$ cat config.mk
export PLATFORM = sky130hd
export DESIGN_NAME = fault_sector_locator
export DESIGN_NICKNAME = d
export VERILOG_FILES = /design/src/rtl/lcz_pkg.sv /design/src/rtl/lcz_min_keep.sv /design/src/rtl/lcz_sector_pick.sv /design/src/rtl/fault_sector_locator.sv
export SDC_FILE = /design/constraint.sdc
export NUM_CORES = 1
export LEC_CHECK = 0
export BUFFER_PORTS_ARGS = -buffer_cell sky130_fd_sc_hd__buf_2
export CORE_MARGIN = 8
export CORE_UTILIZATION = 71
export DETAILED_ROUTE_END_ITERATION = 12
export HOLD_SLACK_MARGIN = 0.08
export PLACE_DENSITY = 0.89
export SETUP_SLACK_MARGIN = 0.2
export SYNTH_ARGS = -nofsm -noshare
export SYNTH_HDL_FRONTEND = slang
export SYNTH_SLANG_ARGS = --single-unit
export TNS_END_PERCENT = 20
$ cat constraint.sdc
create_clock -name clk -period 31.5 [get_ports clk]
set_clock_uncertainty 0.2 [all_clocks]
set_input_delay 3.15 -clock clk [delete_from_list [all_inputs] [get_ports clk]]
set_output_delay 3.15 -clock clk [all_outputs]
set_load 0.01 [all_outputs]
$ cat src/rtl/lcz_pkg.sv
package lcz_pkg;

    typedef enum logic [1:0] {
        LOC_IDLE = 2'd0,
        LOC_SEEK = 2'd1,
        LOC_PICK = 2'd2
    } loc_state_e;

    localparam int N_SECTORS = 6;

    // integer square root, bitwise, for elaboration-time constants
    function automatic longint isqrt(input longint v);
        longint r;
        longint t;
        r = 0;
        for (int k = 31; k >= 0; k--) begin
            t = r | (longint'(1) << k);
            if (t * t <= v) r = t;
        end
        return r;
    endfunction

    // cosine of sector centre idx, scaled by 2^frac
    function automatic int unit_cos(input int idx, input int frac);
        longint s;
        s = longint'(1) << frac;
        case (idx)
            0:       return int'(s);
            1:       return int'(-s);
            2, 4:    return int'(-(s / 2));
            default: return int'(s / 2);
        endcase
    endfunction

    // sine of sector centre idx, scaled by 2^frac
    function automatic int unit_sin(input int idx, input int frac);
        longint s;
        longint h;
        s = longint'(1) << frac;
        h = isqrt((3 * s * s) / 4);
        case (idx)
            0, 1:    return 0;
            2, 5:    return int'(h);
            default: return int'(-h);
        endcase
    endfunction

endpackage

$ cat src/rtl/lcz_min_keep.sv
module lcz_min_keep #(
    parameter int DW = 16,
    parameter int MW = 17
) (
    input  logic                 clk,
    input  logic                 rst_n,
    input  logic                 clear,
    input  logic                 take,
    input  logic signed [DW-1:0] alpha,
    input  logic signed [DW-1:0] beta,
    input  logic        [MW-1:0] mag,
    output logic signed [DW-1:0] best_alpha,
    output logic signed [DW-1:0] best_beta,
    output logic        [MW-1:0] best_mag,
    output logic                 have
);

    typedef struct packed {
        logic signed [DW-1:0] a;
        logic signed [DW-1:0] b;
        logic        [MW-1:0] m;
        logic                 have;
    } keep_t;

    keep_t k_d, k_q;

    always_comb begin
        k_d = k_q;
        if (clear) begin
            k_d.have = 1'b0;
        end else if (take) begin
            if (!k_q.have || (mag < k_q.m)) begin
                k_d.a    = alpha;
                k_d.b    = beta;
                k_d.m    = mag;
            end
            k_d.have = 1'b1;
        end
    end

    always_ff @(posedge clk) begin
        if (!rst_n) k_q <= '0;
        else        k_q <= k_d;
    end

    assign best_alpha = k_q.a;
    assign best_beta  = k_q.b;
    assign best_mag   = k_q.m;
    assign have       = k_q.have;


    min_not_rising_chk: assert property (@(posedge clk) disable iff (!rst_n)
        (have && !clear) |=> (best_mag <= $past(best_mag)));


    tie_keeps_first_chk: assert property (@(posedge clk) disable iff (!rst_n)
        (take && have && !clear && (mag == best_mag)) |=> ($stable(best_alpha) && $stable(best_beta)));


    take_sets_have_chk: assert property (@(posedge clk) disable iff (!rst_n)
        (take && !clear) |=> have);

endmodule

$ cat src/rtl/lcz_sector_pick.sv
module lcz_sector_pick #(
    parameter int DW = 16,
    parameter int CW = 14
) (
    input  logic signed [DW-1:0] alpha,
    input  logic signed [DW-1:0] beta,
    output logic        [2:0]    code
);

    localparam int PW = DW + CW + 3;

    logic signed [PW-1:0] dot [lcz_pkg::N_SECTORS];

    for (genvar g = 0; g < lcz_pkg::N_SECTORS; g++) begin : g_dot
        localparam logic signed [CW+1:0] CC = (CW+2)'(lcz_pkg::unit_cos(g, CW));
        localparam logic signed [CW+1:0] SS = (CW+2)'(lcz_pkg::unit_sin(g, CW));
        assign dot[g] = PW'(alpha) * PW'(CC) + PW'(beta) * PW'(SS);
    end

    logic signed [PW-1:0] top_v;

    always_comb begin
        top_v = dot[0];
        code  = 3'd0;
        for (int i = 1; i < lcz_pkg::N_SECTORS; i++) begin
            if (dot[i] > top_v) begin
                top_v = dot[i];
                code  = 3'(i);
            end
        end
    end

endmodule

$ cat src/rtl/fault_sector_locator.sv
module fault_sector_locator #(
    parameter int DW  = 16,
    parameter int MW  = 17,
    parameter int WIN = 200,
    parameter int CW  = 14
) (
    input  logic                 clk,
    input  logic                 rst_n,
    input  logic                 smp_vld,
    input  logic                 det_pulse,
    input  logic signed [DW-1:0] alpha_in,
    input  logic signed [DW-1:0] beta_in,
    input  logic        [MW-1:0] mag_in,
    output logic        [2:0]    sw_code,
    output logic                 done
);
    import lcz_pkg::*;

    localparam int CNTW = $clog2(WIN + 1);
    localparam logic [CNTW-1:0] LAST = CNTW'(WIN - 1);

    typedef struct packed {
        loc_state_e      st;
        logic [CNTW-1:0] cnt;
        logic [2:0]      code;
        logic            done;
    } top_t;

    top_t r_d, r_q;

    logic                 clear_w, take_w, have_w;
    logic signed [DW-1:0] best_a, best_b;
    logic        [MW-1:0] best_m;
    logic        [2:0]    pick_code;

    assign clear_w = (r_q.st == LOC_IDLE) && det_pulse;
    assign take_w  = (r_q.st == LOC_SEEK) && smp_vld;

    lcz_min_keep #(.DW(DW), .MW(MW)) u_keep (
        .clk        (clk),
        .rst_n      (rst_n),
        .clear      (clear_w),
        .take       (take_w),
        .alpha      (alpha_in),
        .beta       (beta_in),
        .mag        (mag_in),
        .best_alpha (best_a),
        .best_beta  (best_b),
        .best_mag   (best_m),
        .have       (have_w)
    );

    lcz_sector_pick #(.DW(DW), .CW(CW)) u_pick (
        .alpha (best_a),
        .beta  (best_b),
        .code  (pick_code)
    );

    always_comb begin
        r_d      = r_q;
        r_d.done = 1'b0;
        case (r_q.st)
            LOC_IDLE: begin
                if (det_pulse) begin
                    r_d.st  = LOC_SEEK;
                    r_d.cnt = '0;
                end
            end
            LOC_SEEK: begin
                if (smp_vld) begin
                    if (r_q.cnt == LAST) r_d.st = LOC_PICK;
                    else                 r_d.cnt = r_q.cnt + 1'b1;
                end
            end
            LOC_PICK: begin
                r_d.code = pick_code;
                r_d.done = 1'b1;
                r_d.st   = LOC_IDLE;
            end
            default: r_d.st = LOC_IDLE;
        endcase
    end

    always_ff @(posedge clk) begin
        if (!rst_n) begin
            r_q      <= '0;
            r_q.st   <= LOC_IDLE;
        end else begin
            r_q      <= r_d;
        end
    end

    assign sw_code = r_q.code;
    assign done    = r_q.done;


    done_single_chk: assert property (@(posedge clk) disable iff (!rst_n)
        done |=> !done);


    done_after_pick_chk: assert property (@(posedge clk) disable iff (!rst_n)
        $rose(done) |-> $past(r_q.st == LOC_PICK));


    code_moves_with_done_chk: assert property (@(posedge clk) disable iff (!rst_n)
        (sw_code != $past(sw_code)) |-> done);


    gap_holds_count_chk: assert property (@(posedge clk) disable iff (!rst_n)
        ((r_q.st == LOC_SEEK) && !smp_vld) |=> ((r_q.st == LOC_SEEK) && $stable(r_q.cnt)));


    det_ignored_chk: assert property (@(posedge clk) disable iff (!rst_n)
        ((r_q.st == LOC_SEEK) && det_pulse && !(smp_vld && (r_q.cnt == LAST))) |=> (r_q.st == LOC_SEEK));


    window_end_chk: assert property (@(posedge clk) disable iff (!rst_n)
        ((r_q.st == LOC_SEEK) && smp_vld && (r_q.cnt == LAST)) |=> ((r_q.st == LOC_PICK) && have_w));

endmodule

## Yosys cells after proc, flatten, opt, wreduce, memory -nomap -nowiden

Index checks and enable logic that the tools add are counted.

| cells by class | value |
|---|---|
| add/subtract/negate cells | 7 |
| $mul | 2 |
| $lt $le $gt $ge | 6 |
| equality and inequality tests | 7 |
| mux-type cells | 16 |
| bitwise gates (word level) | 2 |
| reduce and logical (&&, ||, !) cells | 10 |

Operator list:

| cell | count |
|---|---|
| $gt A33 B33 Y1 | 4 |
| $mux W33 | 4 |
| $add A33 B31 Y33 | 2 |
| $add A29 B31 Y32 | 2 |
| $mul A16 B13 Y29 const B | 2 |
| $gt A33 B30 Y1 | 1 |
| $mux W10 | 2 |
| $neg A16 Y20 | 1 |
| $neg A16 Y19 | 1 |
| $lt A17 B17 Y1 | 1 |
| $pmux W8 S2 | 1 |
| $add A8 B1 Y8 const B | 1 |
| $eq A8 B8 Y1 const B | 1 |
| $mux W8 | 1 |
| $mux W2 | 3 |
| $mux W3 | 2 |
| $ne A2 B2 Y1 const B | 3 |
| $reduce_and A3 Y1 | 2 |
| $pmux W2 S2 | 1 |
| $reduce_and A4 Y1 | 1 |
| $eq A2 B1 Y1 const B | 1 |
| $eq A2 B2 Y1 const B | 1 |
| $logic_and A1 B1 Y1 | 2 |
| $logic_not A2 Y1 | 1 |
| other kinds (7) | 9 |

| word-level totals | value |
|---|---|
| register bits after elaboration | 64 |

## Longest topological paths before layout

| depth | value |
|---|---|
| depth after elaboration | 11 |
| mapped depth | 89 |
| gate-level depth less buffers | 82 |

## Modules after synthesis

Synthesis repeated with hierarchy kept, for this count alone.

| unflattened totals | value |
|---|---|
| cells, all modules | 2265 |
| area, all modules | 18574.1 um2 |

Modules (own cells, without submodules):

| module | instances | cells an instance | area each (um2) | sequential area each (um2) |
|---|---|---|---|---|
| lcz_sector_pick | 1 | 1909 | 15518.6 | 0.0 |
| lcz_min_keep | 1 | 278 | 2389.8 | 1001.0 |
| fault_sector_locator | 1 | 78 | 665.6 | 280.3 |

## Least setup slack after synthesis

OpenSTA, ideal clock, no wires.

| timing path | value |
|---|---|
| kind | register to register |
| from | register u_keep.k_q (netlist bit u_keep.best_beta[15]) |
| to | register r_q (netlist bit sw_code[1]) |
| setup time | 0.086 ns |
| arrival | 15.196 ns |
| required time | 31.214 ns |
| path slack | 16.018 ns |
| cell stages (with the launch flop) | 81 |
| period minus slack after synthesis | 15.482 ns |
| path through | dfxtp_1 ha_1 inv_1 ha_1 xor2_1 fa_1 fa_1 inv_1 fa_1 inv_1 ha_1 a21oi_1 o21a_1 a21boi_0 nand2_1 xor2_1 ha_1 a21oi_1 [... 45 more ...] clkbuf_1 clkbuf_1 a21oi_1 a21oi_1 ha_1 nor2b_1 o21a_1 o21a_1 o21a_1 o21a_1 o21ai_0 a21oi_1 o31ai_1 a21o_1 and4_1 o31a_1 a21oi_1 a211oi_1 |

| between the ends | value |
|---|---|
| longest elaborated chain between the ends | 10 |

Ends and longest elaborated chain:

| what | line | RTL |
|---|---|---|
| start: declaration | lcz_min_keep.sv:25 | `keep_t k_d, k_q;` |
| start signal: assignment | lcz_min_keep.sv:43 | `else k_q <= k_d;` |
| $mul A16 B13 Y29 | lcz_sector_pick.sv:17 | `assign dot[g] = PW'(alpha) * PW'(CC) + PW'(beta) * PW'(SS);` |
| $add A33 B31 Y33 | lcz_sector_pick.sv:17 |  |
| $gt A33 B33 Y1 | lcz_sector_pick.sv:26 | `if (dot[i] > top_v) begin` |
| $mux W33 | lcz_sector_pick.sv:26 |  |
| $gt A33 B33 Y1 | lcz_sector_pick.sv:26 |  |
| $mux W33 | lcz_sector_pick.sv:26 |  |
| $gt A33 B33 Y1 | lcz_sector_pick.sv:26 |  |
| $mux W33 | lcz_sector_pick.sv:26 |  |
| $gt A33 B33 Y1 | lcz_sector_pick.sv:26 |  |
| $mux W3 * | lcz_sector_pick.sv:26 |  |
| end signal: assignment | fault_sector_locator.sv:89 | `r_q <= r_d;` |
| end: declaration | fault_sector_locator.sv:29 | `top_t r_d, r_q;` |

Mark *: on every way between the ends. The rest lies on a longest branch, timed or not.
A chain may end at the register's enable or synchronous reset.

## Final worst setup path

| timing path | value |
|---|---|
| from | register u_keep.k_q (netlist bit u_keep.best_beta[0]) |
| to | register r_q (netlist bit sw_code[1]) |

Same word-level chain as after synthesis.

==> impl_metrics.json <==
{
  "maxCapViolations": 0,
  "clk_path_buf_depth": 2,
  "worst_pin_slew_ns": 1.049,
  "outcome": "complete, no violations",
  "synth_cells": 2278,
  "drtIter0Drc": 1364,
  "post_cts_buffers": 0,
  "grt-ovfl-total": 0,
  "num_vias": 16360,
  "power_per_cell_area_mw_per_mm2": 114.3,
  "synth_xor_area_share_pct": 7.410,
  "critical_path.most_common_cell": "a21oi_1",
  "leakagePower_uw": 0.01006,
  "htreeDepth": 3,
  "ys.flop_type": "dfxtp_1",
  "yosysSeqAreaShare_pct": 6.930,
  "initial_utilization_pct": 71.56,
  "hold_viol_final": 0,
  "hpwlAfterDp_um": 43760,
  "wl_um": 51690,
  "ys_top_cells_by_area": "ha_1 (27%), fa_1 (14%), inv_1 (7.5%)",
  "irDropWorstVdd_uv": 287.9,
  "final_antenna_net_count": 0,
  "synth_largest_area_cell": "ha_1",
  "area_delta_synth_final_pct": 4.602,
  "cts-buffers-inserted": 9,
  "synth_mux_area_share_pct": 5.001,
  "syn-cell-area_mm2": 0.01849,
  "synth-compound-area-share_pct": 15.39,
  "period_share_pct": 59.34,
  "worstSetupPathType": "flip-flop to flip-flop",
  "synth_fa_ha_area_share_pct": 41.46,
  "synth_edf_count": 0,
  "hp-class": "flip-flop to flip-flop",
  "setup_viol": 0,
  "cts_hold_buf": 0,
  "route.detailed.drc": 0,
  "die_area_mm2": 0.03146,
  "postSynthAreaPerCell_um2": 8.116,
  "num_rows": 59,
  "dr.pass1.iters": 6,
  "crit_arrival_ns": 18.77,
  "synth_top_family_by_area": "adder cells",
  "netlist-cell-type-count": 83,
  "die_h_um": 177.4,
  "clock_latency_ns": 0.36,
  "worstPathMaxFanout": 64,
  "final.setup.tns_ns": 0,
  "drv_slew": 0,
  "cts_resized": 0,
  "relSlewSlack_pct": 28.28,
  "grt_pass1_wl_um": 81120,
  "grt_pass1_vias": 16140,
  "synthArstFlopShare_pct": 0,
  "avgRoutedWirePerCell_um": 19.57,
  "fmax_ghz": 0.05350,
  "layout-drive-gt1-share_pct": 4.727,
  "diodes": 0,
  "place_congestion": 1.035,
  "post-route-min-period_ns": 18.69,
  "slowest_delay_ns": 0.65,
  "synth_simple_gate_area_share_pct": 14.98,
  "cp_slowest_cell": "dfxtp_1",
  "yosysWarnings": 0,
  "ctsRootBufferMaster": "clkbuf_16",
  "die_x_um": 177.4,
  "worst_hold_slack_ns": 0.2610,
  "grt_max_degree": 65,
  "antenna_found_initial": 0,
  "clkTransAtPathRegs_ns": 0.08,
  "final_cell_mix": "ha_1 (403), inv_1 (370), nand2_1 (200)",
  "start_kind": "flip-flop",
  "cts_sinks": 64,
  "avgViaCountPerCell": 6.194,
  "rsz0062_at_grt": "false",
  "portBuffers": 56,
  "mostFrequentLayoutCell": "ha_1",
  "coreArea_mm2": 0.02584,
  "cp-end-kind": "flip-flop",
  "crit_required_ns": 31.58,
  "synth_seq_cells": 64,
  "grt_use_total_pct": 32.42,
  "cts_tree": "done",
  "ff2ff_setup_slack_ns": 12.81,
  "fillers": 1926,
  "yosys.area.top_type_share_pct": 27.27,
  "finalNetCount": 2888,
  "pin_count": 57
}
==> cells by family (layout without fill, tap and decap cells) <==
group | after synthesis | count (layout)
xor+xnor | 154 | 154
compound gates | 446 | 446
fa+ha+maj | 534 | 534
buf+inv | 420 | 447
simple gates | 569 | 569
mux | 90 | 90
flops | 64 | 64
other cells | 1 | 2
==> report_power, final <==
group / total (µW) / switching (µW) / internal (µW)
Clock: 121 / 48.6 / 72.0
Sequential: 91.7 / 7.60 / 84.1
Combinational: 2000 / 1180 / 823
==> through the flow <==
step	cell area, µm²	power [µW]	setup slack, ns	std cells	util [%]
4_1_cts	19340	2168	13.17	2641	74.85
2_1_floorplan	18490	1621	16.02	2279	-
3_5_place_dp	19010	2034	13.23	2625	73.57
3_3_place_gp	19010	1978	13.75	2625	73.57
6_report	19340	2211	12.81	2641	74.85
5_1_grt	19340	2427	11.59	2641	74.85
==> registers in the layout, summed over array words and instances (netlist names) <==
register           flops
u_keep.best_mag       17
u_keep.best_alpha     16
u_keep.best_beta      16
r_q                   10
sw_code                3
done                   1
u_keep.have            1
==> final cells by class <==
cell class | instances | area (µm²) | area share [%]
multi-input combinational | 1795 | 15600 | 80.66
inverter | 370 | 1389 | 7.181
sequential | 64 | 1281 | 6.625
tap | 335 | 419.2 | 2.167
timing repair buffer | 61 | 320.3 | 1.656
clock buffer | 10 | 239.0 | 1.236
clock inverter | 6 | 91.34 | 0.4723
==> cells in the mapped netlist, drive strengths merged (6+ instances only) <==
cell type,n
nand3,43
inv,370
o21a,20
nand4,25
nor4,8
or3,13
a21oi,127
a31oi,10
nand2b,24
o221ai,10
fa,131
o21bai,16
o21ai,109
nand2,202
clkbuf,30
mux2,9
or2,6
a21boi,9
a211oi,20
ha,403
xor2,54
nor3,37
mux2i,81
nor2,120
and2,14
a21o,65
nor2b,30
and3,23
o211ai,12
xnor2,99
a211o,7
dfxtp,64
buf,20
==> critical path: cells and delay by family (launching register included) <==
kind	cells	cell delay, ns
multiplexers	1	0.19
flip-flops	1	0.65
buffers and inverters	7	1.22
adder cells (fa/ha/maj)	11	4.43
XOR/XNOR	2	0.34
AND/OR/NAND/NOR	23	5.69
AO/OA/AOI/OAI	31	5.86
==> worst paths after layout <==
path	cells after the start	end	startpoint
min reg2reg	2	u_keep.best_mag[3]	u_keep.best_mag[3]
max reg2reg	75	sw_code[1]	u_keep.best_beta[0]
min	2	u_keep.best_mag[3]	u_keep.best_mag[3]
max	75	sw_code[1]	u_keep.best_beta[0]
==> layer usage <==
layer  track usage [%]  up-vias  part of all wire, %
met4             12.96        0                  3.8
met3             4.596      124                  7.4
li1                  -     7818                    -
met5                 0        -                    0
met2             55.01      622                   47
met1             40.93     7794                   42
No activity file was read; power rests on OpenSTA's default activity.
